File: src/rtl/sib_pkg.sv
package sib_pkg;

    typedef logic [2:0] dclass_t;

    localparam dclass_t CLS_CODE    = 3'd0;
    localparam dclass_t CLS_RDONLY  = 3'd1;
    localparam dclass_t CLS_WPRIV   = 3'd2;
    localparam dclass_t CLS_WSHARED = 3'd3;
    localparam dclass_t CLS_DYNAMIC = 3'd4;

    typedef enum logic [1:0] {
        ST_IDLE   = 2'd0,
        ST_INVAL  = 2'd1,
        ST_RETIRE = 2'd2
    } evst_t;

    // Codes 3 and up (shared, run-time allocated, reserved) stay inclusive.
    function automatic logic needs_inclusion(dclass_t c);
        return (c >= CLS_WSHARED);
    endfunction

endpackage

File: src/rtl/sib_dir.sv
module sib_dir
    import sib_pkg::*;
#(
    parameter int NCORES = 4,
    parameter int NLINES = 16,
    localparam int IDX_W = $clog2(NLINES)
) (
    input  logic              clk,
    input  logic              rst_n,
    input  logic              fill_en,
    input  logic [IDX_W-1:0]  fill_idx,
    input  dclass_t           fill_cls,
    input  logic [NCORES-1:0] fill_mask,
    input  logic              drop_en,
    input  logic [IDX_W-1:0]  drop_idx,
    input  logic              retire_en,
    input  logic [IDX_W-1:0]  retire_idx,
    input  logic [IDX_W-1:0]  rda_idx,
    output logic              rda_valid,
    output dclass_t           rda_cls,
    output logic [NCORES-1:0] rda_pres,
    input  logic [IDX_W-1:0]  rdb_idx,
    output logic              rdb_valid,
    output dclass_t           rdb_cls
);

    logic [NLINES-1:0] vld_q;
    dclass_t           cls_q  [NLINES];
    logic [NCORES-1:0] pres_q [NLINES];

    always_ff @(posedge clk or negedge rst_n) begin
        if (!rst_n) begin
            vld_q <= '0;
            for (int i = 0; i < NLINES; i++) begin
                cls_q[i]  <= CLS_CODE;
                pres_q[i] <= '0;
            end
        end else begin
            for (int i = 0; i < NLINES; i++) begin
                if (drop_en && drop_idx == IDX_W'(i)) begin
                    vld_q[i] <= 1'b0;
                end
                if (retire_en && retire_idx == IDX_W'(i)) begin
                    vld_q[i]  <= 1'b0;
                    pres_q[i] <= '0;
                end
                if (fill_en && fill_idx == IDX_W'(i)) begin
                    vld_q[i]  <= 1'b1;
                    cls_q[i]  <= fill_cls;
                    pres_q[i] <= fill_mask;
                end
            end
        end
    end

    assign rda_valid = vld_q[rda_idx];
    assign rda_cls   = cls_q[rda_idx];
    assign rda_pres  = pres_q[rda_idx];
    assign rdb_valid = vld_q[rdb_idx];
    assign rdb_cls   = cls_q[rdb_idx];

endmodule

File: src/rtl/sib_evict_fsm.sv
module sib_evict_fsm
    import sib_pkg::*;
#(
    parameter int NCORES = 4,
    parameter int NLINES = 16,
    localparam int IDX_W = $clog2(NLINES)
) (
    input  logic              clk,
    input  logic              rst_n,
    input  logic              evict_valid,
    input  logic [IDX_W-1:0]  evict_idx,
    input  dclass_t           ent_cls,
    input  logic [NCORES-1:0] ent_pres,
    output logic              evict_ready,
    output logic [NCORES-1:0] inv_req,
    input  logic [NCORES-1:0] inv_ack,
    output logic              busy,
    output logic [IDX_W-1:0]  busy_idx,
    output logic              drop_en,
    output logic [IDX_W-1:0]  drop_idx,
    output logic              retire_en,
    output logic [IDX_W-1:0]  retire_idx
);

    evst_t             state_q, state_d;
    logic [NCORES-1:0] pend_q;
    logic [IDX_W-1:0]  idx_q;
    logic              accept;
    logic              targets;

    assign accept  = evict_valid && (state_q == ST_IDLE);
    assign targets = needs_inclusion(ent_cls) && (ent_pres != '0);

    always_comb begin
        state_d = state_q;
        unique case (state_q)
            ST_IDLE:   if (accept && targets) state_d = ST_INVAL;
            ST_INVAL:  if ((pend_q & ~inv_ack) == '0) state_d = ST_RETIRE;
            ST_RETIRE: state_d = ST_IDLE;
            default:   state_d = ST_IDLE;
        endcase
    end

    always_ff @(posedge clk or negedge rst_n) begin
        if (!rst_n) begin
            state_q <= ST_IDLE;
            pend_q  <= '0;
            idx_q   <= '0;
        end else begin
            state_q <= state_d;
            if (accept && targets) begin
                pend_q <= ent_pres;
                idx_q  <= evict_idx;
            end else if (state_q == ST_INVAL) begin
                pend_q <= pend_q & ~inv_ack;
            end
        end
    end

    always_comb begin
        evict_ready = 1'b0;
        inv_req     = '0;
        busy        = 1'b1;
        drop_en     = 1'b0;
        retire_en   = 1'b0;
        unique case (state_q)
            ST_IDLE: begin
                evict_ready = 1'b1;
                busy        = 1'b0;
                drop_en     = accept && !targets;
            end
            ST_INVAL:  inv_req   = pend_q;
            ST_RETIRE: retire_en = 1'b1;
            default:   busy      = 1'b0;
        endcase
    end

    assign busy_idx   = idx_q;
    assign drop_idx   = evict_idx;
    assign retire_idx = idx_q;

    AST_REQ_HOLD: assert property (@(posedge clk) disable iff (!rst_n)
        (inv_req & ~inv_ack) != '0 |=> ((inv_req & $past(inv_req & ~inv_ack)) == $past(inv_req & ~inv_ack)));
    AST_NO_NEW_REQ: assert property (@(posedge clk) disable iff (!rst_n)
        (state_q == ST_INVAL) |=> ((inv_req & ~$past(inv_req)) == '0));
    AST_EXEMPT_QUIET: assert property (@(posedge clk) disable iff (!rst_n)
        (accept && !needs_inclusion(ent_cls)) |=> (inv_req == '0 && evict_ready));

endmodule

File: src/rtl/sib_lookup.sv
module sib_lookup
    import sib_pkg::*;
#(
    parameter int NCORES = 4,
    parameter int NLINES = 16,
    localparam int IDX_W = $clog2(NLINES)
) (
    input  logic              clk,
    input  logic              rst_n,
    input  logic              lk_valid,
    input  logic [IDX_W-1:0]  lk_idx,
    input  logic              busy,
    input  logic [IDX_W-1:0]  busy_idx,
    input  logic              ent_valid,
    input  dclass_t           ent_cls,
    output logic              lk_ready,
    output logic              rsp_valid,
    output logic              rsp_hit,
    output logic              rsp_probe,
    output logic [NCORES-1:0] rsp_mask
);

    logic take;
    logic need_probe;

    assign lk_ready   = !(busy && busy_idx == lk_idx);
    assign take       = lk_valid && lk_ready;
    assign need_probe = !ent_valid && !needs_inclusion(ent_cls);

    always_ff @(posedge clk or negedge rst_n) begin
        if (!rst_n) begin
            rsp_valid <= 1'b0;
            rsp_hit   <= 1'b0;
            rsp_probe <= 1'b0;
            rsp_mask  <= '0;
        end else begin
            rsp_valid <= take;
            if (take) begin
                rsp_hit   <= ent_valid;
                rsp_probe <= need_probe;
                rsp_mask  <= need_probe ? '1 : '0;
            end
        end
    end

endmodule

File: src/rtl/sib_ctrl.sv
module sib_ctrl
    import sib_pkg::*;
#(
    parameter int NCORES = 4,
    parameter int NLINES = 16,
    localparam int IDX_W = $clog2(NLINES)
) (
    input  logic              clk,
    input  logic              rst_n,
    input  logic              fill_valid,
    input  logic [IDX_W-1:0]  fill_idx,
    input  logic [2:0]        fill_cls,
    input  logic [NCORES-1:0] fill_mask,
    input  logic              evict_valid,
    input  logic [IDX_W-1:0]  evict_idx,
    output logic              evict_ready,
    output logic [NCORES-1:0] inv_req,
    input  logic [NCORES-1:0] inv_ack,
    input  logic              lk_valid,
    input  logic [IDX_W-1:0]  lk_idx,
    output logic              lk_ready,
    output logic              lk_rsp_valid,
    output logic              lk_rsp_hit,
    output logic              lk_rsp_probe,
    output logic [NCORES-1:0] lk_rsp_mask
);

    logic              drop_en, retire_en, busy;
    logic [IDX_W-1:0]  drop_idx, retire_idx, busy_idx;
    logic              rda_valid, rdb_valid;
    dclass_t           rda_cls, rdb_cls;
    logic [NCORES-1:0] rda_pres;

    sib_dir #(.NCORES(NCORES), .NLINES(NLINES)) u_dir (
        .clk        (clk),
        .rst_n      (rst_n),
        .fill_en    (fill_valid),
        .fill_idx   (fill_idx),
        .fill_cls   (fill_cls),
        .fill_mask  (fill_mask),
        .drop_en    (drop_en),
        .drop_idx   (drop_idx),
        .retire_en  (retire_en),
        .retire_idx (retire_idx),
        .rda_idx    (evict_idx),
        .rda_valid  (rda_valid),
        .rda_cls    (rda_cls),
        .rda_pres   (rda_pres),
        .rdb_idx    (lk_idx),
        .rdb_valid  (rdb_valid),
        .rdb_cls    (rdb_cls)
    );

    sib_evict_fsm #(.NCORES(NCORES), .NLINES(NLINES)) u_fsm (
        .clk         (clk),
        .rst_n       (rst_n),
        .evict_valid (evict_valid),
        .evict_idx   (evict_idx),
        .ent_cls     (rda_cls),
        .ent_pres    (rda_pres),
        .evict_ready (evict_ready),
        .inv_req     (inv_req),
        .inv_ack     (inv_ack),
        .busy        (busy),
        .busy_idx    (busy_idx),
        .drop_en     (drop_en),
        .drop_idx    (drop_idx),
        .retire_en   (retire_en),
        .retire_idx  (retire_idx)
    );

    sib_lookup #(.NCORES(NCORES), .NLINES(NLINES)) u_lk (
        .clk       (clk),
        .rst_n     (rst_n),
        .lk_valid  (lk_valid),
        .lk_idx    (lk_idx),
        .busy      (busy),
        .busy_idx  (busy_idx),
        .ent_valid (rdb_valid),
        .ent_cls   (rdb_cls),
        .lk_ready  (lk_ready),
        .rsp_valid (lk_rsp_valid),
        .rsp_hit   (lk_rsp_hit),
        .rsp_probe (lk_rsp_probe),
        .rsp_mask  (lk_rsp_mask)
    );

    AST_READY_LOW: assert property (@(posedge clk) disable iff (!rst_n)
        (evict_valid && evict_ready && needs_inclusion(rda_cls) && rda_pres != '0) |=> !evict_ready);
    AST_MISS_PROBE: assert property (@(posedge clk) disable iff (!rst_n)
        (lk_valid && lk_ready && !rdb_valid && !needs_inclusion(rdb_cls)) |=> (lk_rsp_probe && lk_rsp_mask == '1));
    AST_HIT_NO_PROBE: assert property (@(posedge clk) disable iff (!rst_n)
        (lk_valid && lk_ready && rdb_valid) |=> (lk_rsp_hit && !lk_rsp_probe));

endmodule

File: config.mk
export PLATFORM = sky130hd
export DESIGN_NAME = sib_ctrl
export DESIGN_NICKNAME = d
export VERILOG_FILES = /design/src/rtl/sib_pkg.sv /design/src/rtl/sib_dir.sv /design/src/rtl/sib_evict_fsm.sv /design/src/rtl/sib_lookup.sv /design/src/rtl/sib_ctrl.sv
export SDC_FILE = /design/constraint.sdc
export NUM_CORES = 1
export LEC_CHECK = 0
export CAP_MARGIN = 20
export CORE_ASPECT_RATIO = 0.6
export CORE_MARGIN = 8
export CORE_UTILIZATION = 55
export DETAILED_ROUTE_END_ITERATION = 10
export PLACE_DENSITY = 0.85
export SLEW_MARGIN = 30
export SYNTH_ARGS = -nofsm -noshare
export SYNTH_HDL_FRONTEND = slang
export SYNTH_SLANG_ARGS = --single-unit
File: constraint.sdc
create_clock -name clk -period 2.8 [get_ports clk]
set_input_delay 0.28 -clock clk [delete_from_list [all_inputs] [get_ports clk]]
set_output_delay 0.28 -clock clk [all_outputs]
set_load 0.02 [all_outputs]
==> out/metrics.csv <==
stage;metric;value;unit
status;status;completed;
drt;Routed WL;20800;um
cts;total CTS buffers;17;
sta;fmax;400;MHz
sta;Final Skew;0.0131;ns
drt;DR vias;5550;
floorplanning;Top Ports;41;
sta;Final TNS setup;0;ns
synthesis;Synth Flop Type;dfrtp_1;
floorplanning;Initial Util;56.9;%
sta;count of final max-slew check failures;0;
floorplanning;die width;161;um
drt;vias per cell;7.05;
layout;diode count;0;
global_routing;global-route wire length before repair;32900;um
sta;RSZ-0062 raised after global routing;no;
layout;share of post-route cells with drive strength above 1;26.2;%
global_routing;met2 Track Usage GR;37.5;%
worst_setup_path;Crit Path Max Fanout;8;
drt;Remaining DRCs;0;
layout;Multi-input gate area;0.00314;sq mm
sta;final hold vios;0;
floorplanning;die span in y;103;um
sta;hold slack;0.380;ns
global_routing;initial antenna violation count;0;
sta;Slew headroom;43.8;%
layout;# nets final;640;
cts;Root Driver;clkbuf_16;
sta;Slew @ Worst Pin;0.840;ns
pwr;Leak;3.56;nW
synthesis;Ys Warns;0;
sta;Tcrit/Tclk final;89.2;%
global_routing;largest net degree at the start of global routing;57;
drt;routed len/inst;26.5;um
synthesis;Post-Syn Nets;588;
layout;Core Util, Final;67.4;%
synthesis;Netlist cell types;39;
worst_setup_path;CP required;2.52;ns
layout;P&R area growth vs syn;18.5;%
synthesis;Yosys top cell by area;dfrtp_1;
worst_setup_path;CP Class;primary input to primary output;
placed_design;post-DP HPWL;14200;um
sta;Tmin final;2.50;ns
synthesis;register area share after synthesis;50.9;%
floorplanning;Placeable Area;0.0122;sq mm
cts;# resized after CTS;0;
drt;Detailed Route Iter0 Violations;772;
cts;Sink Count;141;
floorplanning;Site Rows;31;
floorplanning;die area;0.0166;sq mm
layout;most common cell after layout, fill and taps aside;dfrtp_1;
global_routing;M1 GR Usage;35.5;%
pwr;Total Power;7.91;mW
cts;clock tree buffer depth;2;
global_routing;vias in the first global route;5571;
placed_design;final estimated routing congestion in global placement;0.946;
pwr;pwr/cell area;963;mW/mm^2
sta;final setup vio count;0;
global_routing;grt total ovfl;0;
synthesis;Post-Syn Instances;557;
worst_setup_path;Critical Path Sink Type;primary output;
layout;Storage cell area;0.00353;sq mm
synthesis;Synth Area per Inst;12.4;sq um
cts;Worst-Skew Late Latency;0.42;ns
synthesis;Synth top area share;50.9;%
run;Max-cap violations;0;
drt;Pre-antenna DRT Iters;5;
synthesis;Area contributors post-synth;dfrtp_1 (51%), mux4_2 (12%), a22o_1 (8.8%);
sta;post-route setup slack;0.303;ns
layout;most frequent cells in the layout;dfrtp_1 (141), a22o_1 (70), mux2_2 (53);
layout;filler cell count;850;
placed_design;IO Port Bufs;40;
synthesis;mapped cell area;0.00693;sq mm
synthesis;EDFF count, synth;0;
drt;ANT nets after route;0;
worst_setup_path;crit path launch type;primary input;
synthesis;FFs w/ async S/R, synth;100;%
placed_design;pre-CTS setup slack;0.0287;ns
cts;TritonCTS clock tree;built;
global_routing;met3 Use GR;9.93;%
global_routing;Most Crowded Layer GR;met2;
worst_setup_path;Critical Path AT;2.22;ns
cts;htree depth;4;
worst_setup_path;Register-to-Register Setup Slack;0.51;ns
pwr;worst vdd ir;0.444;mV
global_routing;Tot GR Track Use;26.2;%
min_path;Hold Crit Class;primary input to asynchronous set/reset pin;
cts;Worst-path clk slew;0.06;ns
synthesis;number of synthesized register bits;141;
[area by class of cell]
class                      instances  share of cell area, %
sequential                       141                   43.0
multi-input combinational        358                   38.2
timing repair buffer              77                   8.85
clock buffer                      18                   5.22
tap                              165                   2.51
clock inverter                    14                   1.61
inverter                          14                  0.640
[worst max-delay path: stages]
cell and delay [ns]:
clkdlybuf4s50_1 0.70, xor2_1 0.27, nor3_1 0.25, nand3_1 0.14, clkdlybuf4s50_1 0.57
[power breakdown]
group	switching, mW	internal, mW
logic	1.16	1.22
registers	0.596	2.77
clock network	0.929	1.24
total	2.68	5.23
[what timing repair did]
item / in CTS / in global routing
buffers inserted: 0 / 0
endpoints found under the hold margin: 53 / 0
hold buffers: 1 / 0
[registers in the layout (all words and copies together) (netlist names)]
| signal | cells |
|---|---|
| u_dir.pres_q | 64 |
| u_dir.cls_q | 48 |
| u_fsm.pend_q | 4 |
| u_lk.rsp_mask | 1 |
| u_dir.vld_q | 16 |
| u_lk.rsp_hit | 1 |
| u_fsm.busy_idx | 4 |
| u_lk.rsp_valid | 1 |
| u_fsm.state_q | 2 |
[stage by stage]
step / instance area, sq um / std cells
3_5_place_dp: 7640 / 754
2_1_floorplan: 6930 / 557
4_1_cts: 8210 / 787
5_1_grt: 8210 / 787
3_3_place_gp: 7640 / 754
6_report: 8210 / 787
[Yosys cell counts (3+ instances only)]
library cell and count:
and2_1 5, buf_2 4, nand2b_1 3, buf_1 6, a22o_1 70, nor2b_1 5, nand2_1 31, mux4_2 37
clkbuf_1 25, a22oi_1 8, dfrtp_1 141, a31oi_1 19, o22ai_1 7, buf_4 7, nor4_1 4, xor2_1 3
inv_1 14, nand3_1 8, a21oi_1 45, ha_1 3, nor3_1 8, o21ai_0 3, mux2_2 53, nor2_1 29
[cells by family (layout without fill, tap and decap cells)]
family	Yosys count	after routing	share of synthesized area, %
mux	91	91	20.8
xor+xnor	4	4	0.506
simple gates	101	101	7.08
buf+inv	58	123	3.81
compound gates	159	159	16.4
fa+ha+maj	3	3	0.542
flops	141	141	50.9
[layer usage]
layer	vias up	part of all wire, %
met2	440	43
met4	0	3.3
met5	-	0
met3	81	14
li1	2233	-
met1	2796	40
[worst paths after layout]
path | startpoint | to | cells past startpoint
max reg2reg | u_dir.pres_q[62]$_DFFE_PN0P_ | u_fsm.state_q[0]$_DFFE_PN0P_ | 7
min reg2reg | u_dir.pres_q[50]$_DFFE_PN0P_ | u_dir.pres_q[50]$_DFFE_PN0P_ | 1
min | rst_n | u_dir.pres_q[63]$_DFFE_PN0P_ | 2
min in group clk | evict_idx[0] | u_fsm.busy_idx[0]$_DFFE_PN0P_ | 3
max in group asynchronous | rst_n | u_dir.vld_q[7]$_DFFE_PN0P_ | 3
max | lk_idx[2] | lk_ready | 5
(Power assumes the default switching activity.)
